==> src/rtl/spr_pkg.sv <==
package spr_pkg;
    localparam int OFS_W   = 4;
    localparam int SPR_DIM = 1 << OFS_W;
    localparam int PAT_W   = 6;

    typedef struct packed {
        logic [7:0]       xpos;
        logic [7:0]       ypos;
        logic [PAT_W-1:0] pat;
        logic             xflip;
        logic             yflip;
        logic [7:0]       pal;
    } spr_attr_t;

    function automatic logic [OFS_W-1:0] mirror_ofs(logic [OFS_W-1:0] v, logic f);
        return f ? (OFS_W'(SPR_DIM - 1) - v) : v;
    endfunction
endpackage

==> src/rtl/spr_attr_bank.sv <==
module spr_attr_bank
    import spr_pkg::*;
#(
    parameter int          N_SPR     = 8,
    parameter logic [15:0] ATTR_BASE = 16'h4FF0,
    parameter logic [15:0] POS_BASE  = 16'h5060
)(
    input  logic                    clk,
    input  logic                    rst,
    input  logic                    we,
    input  logic [15:0]             addr,
    input  logic [7:0]              wdata,
    output spr_attr_t [N_SPR-1:0]   attrs
);
    localparam int WIN = 2 * N_SPR;
    localparam int SLW = $clog2(N_SPR);

    logic [15:0]    off_a, off_p;
    logic           in_attr, in_pos;
    logic [SLW-1:0] slot_a, slot_p;

    always_comb begin
        off_a   = addr - ATTR_BASE;
        off_p   = addr - POS_BASE;
        in_attr = off_a < 16'(WIN);
        in_pos  = off_p < 16'(WIN);
        slot_a  = off_a[SLW:1];
        slot_p  = off_p[SLW:1];
    end

    always_ff @(posedge clk) begin
        if (rst) begin
            attrs <= '0;
        end else if (we) begin
            if (in_attr) begin
                if (!off_a[0]) begin
                    attrs[slot_a].pat   <= wdata[7:2];
                    attrs[slot_a].xflip <= wdata[1];
                    attrs[slot_a].yflip <= wdata[0];
                end else begin
                    attrs[slot_a].pal   <= wdata;
                end
            end
            if (in_pos) begin
                if (!off_p[0]) attrs[slot_p].xpos <= wdata;
                else           attrs[slot_p].ypos <= wdata;
            end
        end
    end


    outside_window_ignored_chk: assert property (@(posedge clk) disable iff (rst)
        (!we || (!in_attr && !in_pos)) |=> $stable(attrs));
endmodule

==> src/rtl/spr_hit_pick.sv <==
module spr_hit_pick
    import spr_pkg::*;
#(
    parameter int N_SPR  = 8,
    parameter int SCR_W  = 224,
    parameter int SCR_H  = 288,
    parameter int BORDER = 16,
    parameter int XW     = 8,
    parameter int YW     = 9
)(
    input  logic                  clk,
    input  logic                  rst,
    input  spr_attr_t [N_SPR-1:0] attrs,
    input  logic [XW-1:0]         pix_x,
    input  logic [YW-1:0]         pix_y,
    output logic                  hit_any,
    output spr_attr_t             sel,
    output logic [OFS_W-1:0]      rx,
    output logic [OFS_W-1:0]      ry
);
    localparam int CW = ((XW > YW) ? XW : YW) + 2;

    logic [N_SPR-1:0] hit_vec, grant;
    logic [OFS_W-1:0] dx_lo [N_SPR];
    logic [OFS_W-1:0] dy_lo [N_SPR];
    logic             row_ok;

    assign row_ok = (pix_y >= YW'(BORDER)) && (pix_y < YW'(SCR_H - BORDER));

    for (genvar g = 0; g < N_SPR; g++) begin : g_slot
        logic [CW-1:0] left_x, top_y, dx, dy;
        assign left_x     = CW'(SCR_W - SPR_DIM) - CW'(attrs[g].xpos);
        assign top_y      = CW'(SCR_H - SPR_DIM) - CW'(attrs[g].ypos);
        assign dx         = CW'(pix_x) - left_x;
        assign dy         = CW'(pix_y) - top_y;
        assign hit_vec[g] = row_ok && (dx < CW'(SPR_DIM)) && (dy < CW'(SPR_DIM));
        assign dx_lo[g]   = dx[OFS_W-1:0];
        assign dy_lo[g]   = dy[OFS_W-1:0];
    end

    always_comb begin
        grant = '0;
        sel   = '0;
        rx    = '0;
        ry    = '0;
        for (int i = N_SPR - 1; i >= 0; i--) begin
            if (hit_vec[i]) begin
                grant = N_SPR'(1) << i;
                sel   = attrs[i];
                rx    = mirror_ofs(dx_lo[i], attrs[i].xflip);
                ry    = mirror_ofs(dy_lo[i], attrs[i].yflip);
            end
        end
        hit_any = |hit_vec;
    end


    lowest_slot_wins_chk: assert property (@(posedge clk) disable iff (rst)
        (hit_vec != '0) |-> (grant == (hit_vec & (~hit_vec + 1'b1))));


    blank_rows_no_hit_chk: assert property (@(posedge clk) disable iff (rst)
        !row_ok |-> (hit_vec == '0));
endmodule

==> src/rtl/spr_color_out.sv <==
module spr_color_out #(
    parameter logic [127:0] CTAB = 128'h0
)(
    input  logic        clk,
    input  logic        rst,
    input  logic        hit_q,
    input  logic [1:0]  psel_q,
    input  logic [7:0]  rom_byte,
    input  logic [31:0] pal_word,
    output logic [7:0]  pix_color
);
    logic [1:0] pix2;
    logic [3:0] cidx;
    logic [7:0] col_d;

    always_comb begin
        pix2  = rom_byte[{psel_q, 1'b0} +: 2];
        cidx  = pal_word[{pix2, 3'b000} +: 4];
        col_d = hit_q ? CTAB[{cidx, 3'b000} +: 8] : 8'h00;
    end

    always_ff @(posedge clk) begin
        if (rst) pix_color <= 8'h00;
        else     pix_color <= col_d;
    end


    reset_black_chk: assert property (@(posedge clk)
        rst |=> (pix_color == 8'h00));


    miss_black_chk: assert property (@(posedge clk) disable iff (rst)
        !hit_q |=> (pix_color == 8'h00));
endmodule

==> src/rtl/sprite_layer.sv <==
module sprite_layer
    import spr_pkg::*;
#(
    parameter int           N_SPR     = 8,
    parameter int           SCR_W     = 224,
    parameter int           SCR_H     = 288,
    parameter int           BORDER    = 16,
    parameter logic [15:0]  ATTR_BASE = 16'h4FF0,
    parameter logic [15:0]  POS_BASE  = 16'h5060,
    parameter int           PAL_AW    = 5,
    parameter logic [127:0] CTAB      = 128'hF6AF_E8FC_3F58_C607_EF2F_7BF0_F6D6_0700,
    localparam int          XW        = $clog2(SCR_W),
    localparam int          YW        = $clog2(SCR_H),
    localparam int          ROM_AW    = PAT_W + 2 * OFS_W - 2
)(
    input  logic              clk,
    input  logic              rst,
    input  logic              cpu_we,
    input  logic [15:0]       cpu_addr,
    input  logic [7:0]        cpu_wdata,
    input  logic [XW-1:0]     pix_x,
    input  logic [YW-1:0]     pix_y,
    output logic [ROM_AW-1:0] spr_rom_addr,
    input  logic [7:0]        spr_rom_data,
    output logic [PAL_AW-1:0] pal_rom_addr,
    input  logic [31:0]       pal_rom_data,
    output logic [7:0]        pix_color
);
    spr_attr_t [N_SPR-1:0] attrs;
    spr_attr_t             sel;
    logic                  hit_any, hit_q;
    logic [OFS_W-1:0]      rx, ry;
    logic [1:0]            psel_q;

    spr_attr_bank #(.N_SPR(N_SPR), .ATTR_BASE(ATTR_BASE), .POS_BASE(POS_BASE)) u_bank (
        .clk(clk), .rst(rst), .we(cpu_we), .addr(cpu_addr), .wdata(cpu_wdata), .attrs(attrs)
    );

    spr_hit_pick #(.N_SPR(N_SPR), .SCR_W(SCR_W), .SCR_H(SCR_H), .BORDER(BORDER),
                   .XW(XW), .YW(YW)) u_pick (
        .clk(clk), .rst(rst), .attrs(attrs), .pix_x(pix_x), .pix_y(pix_y),
        .hit_any(hit_any), .sel(sel), .rx(rx), .ry(ry)
    );

    assign spr_rom_addr = {sel.pat, ry, rx[OFS_W-1:2]};
    assign pal_rom_addr = sel.pal[PAL_AW-1:0];

    always_ff @(posedge clk) begin
        if (rst) begin
            hit_q  <= 1'b0;
            psel_q <= 2'd0;
        end else begin
            hit_q  <= hit_any;
            psel_q <= rx[1:0];
        end
    end

    spr_color_out #(.CTAB(CTAB)) u_col (
        .clk(clk), .rst(rst), .hit_q(hit_q), .psel_q(psel_q),
        .rom_byte(spr_rom_data), .pal_word(pal_rom_data), .pix_color(pix_color)
    );


    blank_row_output_chk: assert property (@(posedge clk) disable iff (rst)
        ((pix_y < YW'(BORDER)) || (pix_y >= YW'(SCR_H - BORDER))) |-> ##2 (pix_color == 8'h00));
endmodule

==> config.mk <==
export PLATFORM = sky130hd
export DESIGN_NAME = sprite_layer
export DESIGN_NICKNAME = d
export VERILOG_FILES = /design/src/rtl/spr_pkg.sv /design/src/rtl/spr_attr_bank.sv /design/src/rtl/spr_hit_pick.sv /design/src/rtl/spr_color_out.sv /design/src/rtl/sprite_layer.sv
export SDC_FILE = /design/constraint.sdc
export NUM_CORES = 1
export LEC_CHECK = 0
export BUFFER_PORTS_ARGS = -buffer_cell sky130_fd_sc_hd__buf_2
export CORE_AREA = 2 2 188 282
export CTS_CLUSTER_SIZE = 12
export DETAILED_ROUTE_END_ITERATION = 10
export DIE_AREA = 0 0 190 284
export RECOVER_POWER = 25
export SYNTH_ARGS = -nofsm -noshare
export SYNTH_HDL_FRONTEND = slang
export SYNTH_HIERARCHICAL = 1
export SYNTH_SLANG_ARGS = --single-unit
==> constraint.sdc <==
create_clock -name clk -period 3.9 [get_ports clk]
set_clock_uncertainty 0.15 [all_clocks]
set_input_delay 0.195 -clock clk [delete_from_list [all_inputs] [get_ports clk]]
set_output_delay 0.195 -clock clk [all_outputs]
set_load 0.02 [all_outputs]
==> impl_metrics.tcl <==
set metrics [dict create \
    drt-initial-drc-count 927 \
    vias_per_cell 5.54 \
    relSlewSlack_pct 13.1 \
    slowest_delay_ps 450 \
    wl_um 76700 \
    finalSetupViolations 20 \
    grt_max_degree 110 \
    final_cells 3670 \
    final_area_mm2 0.0286 \
    firstDrtPassIters 5 \
    r2r_start "u_bank/attrs[144]$_SDFFE_PP0P_" \
    syn_inst 2408 \
    path_class "flip-flop to output pin" \
    hp-class "primary input to flip-flop" \
    post_dp_cell_area_mm2 0.0260 \
    core_mm2 0.0514 \
    area_delta_synth_final_pct 37.1 \
    hpwl_um 58200 \
    grt_overflow_total 0 \
    crit_start "u_bank/attrs[249]$_SDFFE_PP0P_" \
    wl_met1_um 29800 \
    cts.path.max_buffers 3 \
    cts.sinks 243 \
    rsz0062_at_grt "true" \
    dp_cells 3579 \
    drv_cap 0 \
    hold_viol 0 \
    fin_crit_sh_pct 127 \
    peakVddDrop_v 0.000442 \
    cts_buffers 28 \
    status "finished with violations" \
    fmax_mhz 202 \
    p_leak_nw 13.2 \
    report.final.slew_viol_count 0 \
    route.met3.wl_um 2980 \
    syn_avg_cell_area_um2 8.65 \
    clockRootBuffer "clkbuf_16" \
    initial_core_util_pct 40.5 \
    route.detailed.drc 0 \
    clk_pin_slew_worst_paths_ps 60 \
    ant_nets 0 \
    fin_tns_setup_ps -17800 \
    powerDensity_mw_per_mm2 228 \
    die-height_um 284 \
    grtUsageTotal_pct 27.7 \
    grt_pass1_vias 20600 \
    grt_first_pass_wirelength_um 116000 \
    antenna_found_initial 1 \
    row_count 102 \
    synth_area_mm2 0.0208 \
    dr_total_vias 20300 \
    synth.net_count 2668 \
    worst_slack_ps -1050 \
    violations "setup timing" \
    holdBufCountCts 0 \
    cp.required_ps 3560 \
    clk_latency_ps 590 \
    die_x_um 190 \
    cp-start-kind "flip-flop" \
    pin_count 109 \
    place.gp.congestion 0.941 \
    path_max_fanout 4 \
    slowest_stage "or4_4" \
    endpoint_kind "output pin" \
    die-area_mm2 0.0540 \
    wl_met2_um 38300 \
    min-delay-start "cpu_addr[2]" \
    finalNetCount 3235 \
    htreeDepth 1 \
    port_buffers 92 \
    worstPathBufferInverterCount 4 \
    drive_gt1_share_pct 32.8 \
    top_layer "met5" \
    tritoncts "yes" \
    antenna_cells 0 \
    final_util_pct 55.5 \
    tightestPinTransition_ps 1300 \
    yosysWarnings 6 \
    hold_ws_ps 46.5 \
    post_drt_wl_per_cell_um 20.9 \
    cp_top_family "compound AO/OA/AOI/OAI gates" \
    arrival_ps 4600 \
    crit_chain "inv_2 > ha_4 > or3b_4 > a21oi_2 > xnor2_1 > ha_1 > a221oi_2 > a21oi_1 > a21oi_1 > nor4b_4 > buf_4 > nand2_4 > buf_4 > or4_4 > a311oi_4 > o21ai_2 > a21oi_4 > buf_6" \
    timing.final.crit_period_ps 4950 \
]
-- power by group --
group / internal (mW) / switching (mW) / total [mW] / leakage [nW]
sequential: 2.48 / 0.0000579 / 2.48 / 1.97
combinational: 0.599 / 0.720 / 1.32 / 10.8
clock: 1.55 / 1.15 / 2.70 / 0.454
total: 4.63 / 1.87 / 6.50 / 13.2
-- sequential cells by signal (all words and copies together) (netlist names) --
signal / flops
psel_q: 2
hit_q: 1
u_bank/attrs: 232
u_col/pix_color: 8
-- worst reg2reg max path: stages, from the launching register on --
cell      delay, ps
dfxtp_2         340
o41ai_2         330
buf_4           160
xor2_1          150
ha_1            290
buf_4           150
o2111a_1        150
or3_4           380
a21oi_2         120
or4b_4          480
nor4_4          350
buf_4           180
nor2b_4         200
buf_4           140
buf_6            80
buf_6            90
a221oi_4         70
o221ai_4        230
o22ai_1         120
nor2b_1         160
-- path summary, 6_finish.rpt --
path | endpoint | slack [ps] | cells after the start
worst min register to register | u_bank/attrs[194]$_SDFFE_PP0P_ | 320 | 2
worst max-delay path | spr_rom_addr[4] | -1050 | 18
worst max register to register | psel_q[0]$_SDFF_PP0_ | -550 | 19
worst min-delay path | u_bank/attrs[49]$_SDFFE_PP0P_ | 50 | 4
-- metal layers --
metal / vias to the layer above / track usage [%]
met5: - / 0
li1: 9755 / -
met4: 2 / 17.3
met3: 225 / 2.79
met1: 9826 / 31.1
met2: 507 / 49.7
-- what timing repair did --
item / CTS / global route
setup buffers: 21 / 29
cloned: 0 / 0
resized for setup: 186 / 140
pin swaps: 58 / 80
endpoints found under the setup margin: 20 / 20
-- final cells by class --
type	instances	area (um^2)
Inverter	85	322
Sequential cell	243	4900
Tap cell	676	846
Clock buffer	37	785
Clock inverter	12	144
Fill cell	4660	22900
Timing Repair Buffer	676	5210
Multi-Input combinational cell	1941	16400
-- stage by stage --
stage	power (mW)	worst slack [ps]
floorplan	3.20	-157
global placement	3.75	-1090
detailed placement	3.78	-1040
CTS	6.51	-1110
global route	6.74	-1190
finish	6.50	-1050
-- cells in the final DEF, fill, tap and decap left out, types with 19 or more instances in the layout --
cell       count
a21o_1        23
a21oi_1       72
a21oi_2       20
buf_2         65
buf_4        542
buf_6         33
clkbuf_1      20
clkbuf_16     28
dfxtp_1      222
dfxtp_2       19
ha_1         144
inv_1         73
mux2i_1      253
nand2_1       89
nand2b_1     261
nand3_1       46
nor2_1       112
nor2b_1       48
nor3_1        41
o211ai_1      20
o21a_1        32
o21ai_0       74
o21ai_1       23
xnor2_1      104
xor2_1       102
Note: power is estimated with default switching activity, not from simulation.
